===== config.mk =====
export PLATFORM = sky130hd
export DESIGN_NAME = cts_conv_seq
export DESIGN_NICKNAME = d
export VERILOG_FILES = /design/src/rtl/cts_pkg.sv /design/src/rtl/cts_sync.sv /design/src/rtl/cts_result.sv /design/src/rtl/cts_conv_seq.sv
export SDC_FILE = /design/constraint.sdc
export NUM_CORES = 1
export LEC_CHECK = 0
export BUFFER_PORTS_ARGS = -buffer_cell sky130_fd_sc_hd__buf_2
export CAP_MARGIN = 20
export CORE_MARGIN = 2
export CORE_UTILIZATION = 50
export CTS_CLUSTER_DIAMETER = 120
export DETAILED_ROUTE_END_ITERATION = 6
export PLACE_DENSITY = 0.87
export SETUP_SLACK_MARGIN = 0.2
export SLEW_MARGIN = 5
export SYNTH_ARGS = -nofsm -noshare
export SYNTH_HDL_FRONTEND = slang
export SYNTH_HIERARCHICAL = 1
export SYNTH_SLANG_ARGS = --single-unit
export TNS_END_PERCENT = 30

===== constraint.sdc =====
create_clock -name mclk -period 5.6 [get_ports mclk]
set_input_delay 0.84 -clock mclk [delete_from_list [all_inputs] [get_ports mclk]]
set_output_delay 0.84 -clock mclk [all_outputs]
set_load 0.02 [all_outputs]

===== src/rtl/cts_pkg.sv =====
package cts_pkg;

  typedef enum logic [2:0] {
    PH_PWRUP = 3'd0,
    PH_IDLE  = 3'd1,
    PH_BUSY  = 3'd2,
    PH_SLEEP = 3'd3,
    PH_WAKE  = 3'd4
  } phase_t;

  function automatic int max3(input int a, input int b, input int c);
    int m;
    m = (a > b) ? a : b;
    return (m > c) ? m : c;
  endfunction

endpackage


===== src/rtl/cts_sync.sv =====
module cts_sync #(
  parameter int STAGES = 2
) (
  input  logic clk,
  input  logic rst_n,
  input  logic d_i,
  output logic q_o
);

  logic [STAGES-1:0] sh_q;

  // idle level of the request line is high
  always_ff @(posedge clk or negedge rst_n) begin
    if (!rst_n) sh_q <= '1;
    else        sh_q <= {sh_q[STAGES-2:0], d_i};
  end

  assign q_o = sh_q[STAGES-1];

endmodule


===== src/rtl/cts_result.sv =====
module cts_result #(
  parameter int W = 24
) (
  input  logic         clk,
  input  logic         rst_n,
  input  logic         start_i,
  input  logic         done_i,
  input  logic         bipolar_i,
  input  logic [W-1:0] word_i,
  output logic         mode_o,
  output logic         strobe_o,
  output logic [W-1:0] result_o
);

  localparam int MSB = W - 1;

  // bipolar keeps two's complement, unipolar flips the sign bit
  function automatic logic [W-1:0] code_map(input logic [W-1:0] w, input logic bip);
    logic [W-1:0] r;
    r = w;
    if (!bip) r[MSB] = ~w[MSB];
    return r;
  endfunction

  always_ff @(posedge clk or negedge rst_n) begin
    if (!rst_n) begin
      mode_o   <= 1'b0;
      strobe_o <= 1'b0;
      result_o <= '0;
    end else begin
      strobe_o <= done_i;
      if (start_i) mode_o <= bipolar_i;
      if (done_i)  result_o <= code_map(word_i, mode_o);
    end
  end


  strobe_pulse_chk: assert property (@(posedge clk) disable iff (!rst_n)
    strobe_o |=> !strobe_o);


  code_low_chk: assert property (@(posedge clk) disable iff (!rst_n)
    strobe_o |-> result_o[MSB-1:0] == $past(word_i[MSB-1:0]));


  code_sign_chk: assert property (@(posedge clk) disable iff (!rst_n)
    strobe_o |-> result_o[MSB] == ($past(word_i[MSB]) ^ !mode_o));

endmodule


===== src/rtl/cts_conv_seq.sv =====
module cts_conv_seq #(
  parameter int WORD_W      = 24,
  parameter int RST_CYC     = 1536,
  parameter int WAKE_CYC    = 3083,
  parameter int CONV_PERIOD = 320,
  parameter int SYNC_STAGES = 2
) (
  input  logic              mclk,
  input  logic              rst_n,
  input  logic              conv_n,
  input  logic              sleep_n,
  input  logic              bipolar_i,
  input  logic [WORD_W-1:0] filt_word_i,
  output logic              rdy_n_o,
  output logic              mode_o,
  output logic              strobe_o,
  output logic [WORD_W-1:0] result_o
);
  import cts_pkg::*;

  localparam int MAXL      = max3(RST_CYC, WAKE_CYC, CONV_PERIOD);
  localparam int CW        = $clog2(MAXL + 1);
  localparam int RST_LAST  = RST_CYC - 1;
  localparam int WAKE_LAST = WAKE_CYC - 1;
  // one idle edge between back-to-back conversions completes the period
  localparam int BUSY_LAST = CONV_PERIOD - 2;

  phase_t        ph_q;
  logic [CW-1:0] cnt_q;
  logic          rdy_q;
  logic          req_n;
  logic          start_evt;
  logic          conv_done;
  logic          ramp_done;

  cts_sync #(.STAGES(SYNC_STAGES)) u_sync (
    .clk  (mclk),
    .rst_n(rst_n),
    .d_i  (conv_n),
    .q_o  (req_n)
  );

  assign start_evt = (ph_q == PH_IDLE) && sleep_n && !req_n;
  assign conv_done = (ph_q == PH_BUSY) && sleep_n && (cnt_q == CW'(BUSY_LAST));
  assign ramp_done = sleep_n &&
                     (((ph_q == PH_PWRUP) && (cnt_q == CW'(RST_LAST))) ||
                      ((ph_q == PH_WAKE)  && (cnt_q == CW'(WAKE_LAST))));

  always_ff @(posedge mclk or negedge rst_n) begin
    if (!rst_n) begin
      ph_q  <= PH_PWRUP;
      cnt_q <= '0;
      rdy_q <= 1'b1;
    end else if (!sleep_n) begin
      ph_q  <= PH_SLEEP;
      cnt_q <= '0;
      rdy_q <= 1'b1;
    end else begin
      case (ph_q)
        PH_PWRUP, PH_WAKE: begin
          if (ramp_done) begin
            ph_q  <= PH_IDLE;
            cnt_q <= '0;
            rdy_q <= 1'b0;
          end else begin
            cnt_q <= cnt_q + 1'b1;
          end
        end
        PH_SLEEP: begin
          ph_q  <= PH_WAKE;
          cnt_q <= CW'(1);
        end
        PH_IDLE: begin
          if (start_evt) begin
            ph_q  <= PH_BUSY;
            cnt_q <= '0;
            rdy_q <= 1'b1;
          end
        end
        PH_BUSY: begin
          if (conv_done) begin
            ph_q  <= PH_IDLE;
            cnt_q <= '0;
            rdy_q <= 1'b0;
          end else begin
            cnt_q <= cnt_q + 1'b1;
          end
        end
        default: ph_q <= PH_IDLE;
      endcase
    end
  end

  assign rdy_n_o = rdy_q;

  cts_result #(.W(WORD_W)) u_result (
    .clk      (mclk),
    .rst_n    (rst_n),
    .start_i  (start_evt),
    .done_i   (conv_done),
    .bipolar_i(bipolar_i),
    .word_i   (filt_word_i),
    .mode_o   (mode_o),
    .strobe_o (strobe_o),
    .result_o (result_o)
  );


  rst_hold_chk: assert property (@(posedge mclk)
    !rst_n |=> (rdy_n_o && !strobe_o));


  start_rise_chk: assert property (@(posedge mclk) disable iff (!rst_n)
    start_evt |=> rdy_n_o);


  busy_bound_chk: assert property (@(posedge mclk) disable iff (!rst_n)
    (ph_q == PH_BUSY) |-> (cnt_q <= CW'(BUSY_LAST)));


  mode_hold_chk: assert property (@(posedge mclk) disable iff (!rst_n)
    (ph_q == PH_BUSY) |=> $stable(mode_o));


  sleep_quiet_chk: assert property (@(posedge mclk) disable iff (!rst_n)
    !sleep_n |=> (rdy_n_o && !strobe_o));


  strobe_rdy_chk: assert property (@(posedge mclk) disable iff (!rst_n)
    strobe_o |-> !rdy_n_o);

endmodule


==> implementation parameters <==
Parameter                              Value

Run status
  Status ... finished, final reports clean

Critical path
  Kind of capture point of the worst setup path ... flop
  Critical Path AT ... 2.38 ns
  Critical path launch point type ... flop
  CP max-delay cell ... dfrtp_1
  Required time reported for the critical path endpoint ... 5.77 ns
  Launch point of the critical path ... cnt_q[0]$_DFFE_PN0P_
  Ordered cell list for the critical path ... inv_1 > ha_1 > nor3b_1 > nand4_1 > nor2_2 > buf_4 > mux2_2
  Top fanout value on the critical path ... 25
  Endpoint of the lowest-slack register-to-register path ... u_result/result_o[21]$_DFFE_PN0P_
  Largest stage delay on the critical path ... 0.45 ns
  Capturing instance or port of the critical path ... u_result/result_o[21]$_DFFE_PN0P_
  WS Path Type ... reg2reg
  Startpoint of the lowest-slack register-to-register path ... cnt_q[0]$_DFFE_PN0P_
  Setup slack of the worst register-to-register path ... 3.39 ns
  Worst reg-to-reg path cell count ... 7

Synthesis
  Syn nets ... 207
  Synthesized area per cell ... 12.6 um2
  Largest area contributor in the netlist ... dfrtp_1
  Prevailing post-synth register cell ... dfrtp_1
  Gate Count Post-Synth ... 176
  Number of enable-type register cells in the synthesized netlist ... 0
  Ranking of synthesized cells by area ... dfrtp_1 (46%), mux2_4 (14%), dfstp_2 (3.6%)
  Area share of the largest cell type after synthesis ... 46.3%
  Register bit count reported by yosys ... 44
  Async set-or-reset flop fraction in the synthesized netlist ... 100%
  Number of unique standard cell types used by synthesis ... 45
  Netlist Area Pre-Place ... 2220 um2
  Warnings, synthesis ... 6
  Seq/Total Area, Yosys ... 49.9%

Floorplanning
  Rows ... 24
  Starting density of the core ... 51.2%
  Core Area ... 4320 um2
  Die outline width ... 70.6 um
  Height of the die ... 70.6 um
  Die footprint ... 4980 um2
  Ports placed on the boundary ... 56

Clock network
  Post-CTS setup buffers ... 0
  Clock sinks ... 44
  CTS tree ... yes
  Number of buffers inserted by hold repair at cts ... 0
  Clock slew at the register clock pins of the worst setup and hold paths ... 0.07 ns
  Library cell used as clock root buffer ... clkbuf_8
  Count of cells resized by post-cts repair ... 0
  Number of buffers created by CTS ... 5
  Clock H-tree levels ... 2
  Clock Latency Late Sink ... 0.29 ns
  Clock buffer depth ... 2

Timing
  Max-slew violation count ... 0
  Part of the cycle the worst path needs ... 39.4%
  Slew at the pin with the worst max-slew slack ... 0.933 ns
  Crit path time final ... 2.21 ns
  Top achievable clock speed ... 453 MHz
  Final-report setup violation count ... 0
  Max_slew headroom ... 37.8%
  Unrepaired setup endpoints after global routing ... false
  Post-route setup TNS ... 0 ns
  Worst clock skew ... 0.00635 ns
  Final Hold Fails ... 0

Worst hold path
  Worst hold path type ... reg2reg

Detailed routing
  DRT antenna net count ... 0
  Routed wire per std cell ... 14.7 um
  DRC violations left ... 0
  Via count ... 1593
  DRT Pass-1 Iters ... 4
  Detailed-route vias per instance ... 5.61
  Detailed Route Iter0 Violations ... 141
  Total wire length ... 4160 um

Global routing
  Via count of the first global-routing pass ... 1459
  First-pass GRT wire length ... 6970 um
  Initial antenna violation count ... 0
  Maximum number of pins on one net before global-route repair ... 45
  Combined global-route utilization of all metal layers ... 17.3%
  Remaining global-route overflow ... 0

Final layout
  Summed area of non-filler cells in the final layout ... 2590 um2
  Fraction of layout instances using a drive strength above 1 ... 44.0%
  Final layout net count ... 262
  Area Growth Syn to Fin ... 16.8%
  Ant. Diodes ... 0

Power and ir drop
  Peak supply drop ... 0.157 mV
  Total power per unit cell area ... 281 nW/um2
  Leak ... 1.26 nW

Flow run
  Max-cap check violation count ... 0

Place
  Gpl congestion ... 0.817
  Post-Place Cell Area ... 2480 um2
  Port bufs ... 55
  Half-perimeter wire length after detailed placement ... 2940 um
## cells in the mapped netlist (3+ instances only)
cell type	count
o2111ai_1	3
dfstp_2	3
nor2b_1	3
nand2b_1	3
nand2_1	16
o311ai_1	5
nand3_1	5
mux2_4	20
nand4_1	7
mux2_2	5
o31ai_1	3
buf_6	3
a31oi_1	3
nor2_1	6
nor3b_1	3
dfrtp_1	41
inv_1	6
clkbuf_1	3
## stage by stage
step | power [mW] | setup slack, ns | hold slack [ns] | utilization, % | cells
global placement | 0.498 | 3.48 | 0.347 | 57.4 | 276
CTS | 0.736 | 3.39 | 0.360 | 59.9 | 284
detailed placement | 0.502 | 3.41 | 0.348 | 57.4 | 276
floorplan | 0.462 | 3.60 | 0.345 | - | 176
global route | 0.771 | 3.20 | 0.372 | 59.9 | 284
finish | 0.728 | 3.39 | 0.358 | 59.9 | 284
## how the worst min path moves through the flow
stage                                   startpoint                        to  slack [ns]  depth (start not counted)
final                     u_sync/sh_q[0]$_DFF_PN1_  u_sync/sh_q[1]$_DFF_PN1_        0.36                          0
after global routing      u_sync/sh_q[0]$_DFF_PN1_  u_sync/sh_q[1]$_DFF_PN1_        0.37                          0
after CTS                 u_sync/sh_q[0]$_DFF_PN1_  u_sync/sh_q[1]$_DFF_PN1_        0.36                          0
after detailed placement  u_sync/sh_q[0]$_DFF_PN1_  u_sync/sh_q[1]$_DFF_PN1_        0.35                          0
after global placement    u_sync/sh_q[0]$_DFF_PN1_  u_sync/sh_q[1]$_DFF_PN1_        0.35                          0
after floorplan           u_sync/sh_q[0]$_DFF_PN1_  u_sync/sh_q[1]$_DFF_PN1_        0.35                          0
## critical path, delay by kind of cell, from the launching register on
kind	cells	cell delay [ns]
fa+ha+maj	1	0.15
buf+inv	2	0.47
flops	1	0.45
mux	1	0.39
simple gates	3	0.62
## cell type report
class                           instances  area (um2)
Clock buffer                            6        72.6
Clock inverter                          2        35.0
Fill cell                             349        1740
Inverter                                6        22.5
Multi-Input combinational cell        118        1010
Sequential cell                        44        1100
Tap cell                               52        65.1
Timing Repair Buffer                   56         283
## flip-flops by register name, indices dropped and copies added, names as in the netlist
name	flops
cnt_q	12
ph_q	3
rdy_n_o	1
u_result/mode_o	1
u_result/result_o	24
u_result/strobe_o	1
u_sync/sh_q	2
## logic make-up after synthesis
group / count (synthesis) / share of synthesized area (%)
multiplexers: 25 / 16.1
AO/OA/AOI/OAI: 28 / 9.99
buffers and inverters: 14 / 4.86
flip-flops: 44 / 49.9
XOR/XNOR: 1 / 0.395
adder cells (fa/ha/maj): 2 / 1.13
AND/OR/NAND/NOR: 62 / 17.7
## layer usage
layer  global-route usage [%]  routed length, um
met2                     27.5               1930
met1                     24.7               1960
met4                     5.03                 42
met5                        0                  0
met3                     3.13                228
## power by group
group          leakage [nW]  internal [mW]  switching (mW)
registers             0.595          0.339          0.0299
clock network        0.0552          0.132          0.0985
logic                 0.609         0.0512          0.0763
total                  1.26          0.523           0.205
## layout by cell type, fill, tap and decap left out, types with 2 or more instances in the layout
cell type	count
buf_2	55
dfrtp_1	41
mux2_4	20
nand2_1	16
nand4_1	7
inv_1	6
nand3_1	5
nor2_1	5
o311ai_1	5
clkbuf_8	5
mux2_2	5
nor3b_1	3
nor2b_1	3
nand2b_1	3
o2111ai_1	3
o31ai_1	3
a31oi_1	3
dfstp_2	3
and4_4	2
nor4b_1	2
and2_1	2
o21a_1	2
and3_1	2
a21oi_1	2
nor3_1	2
o21ai_0	2
o22ai_1	2
ha_1	2
(Power assumes the default switching activity.)
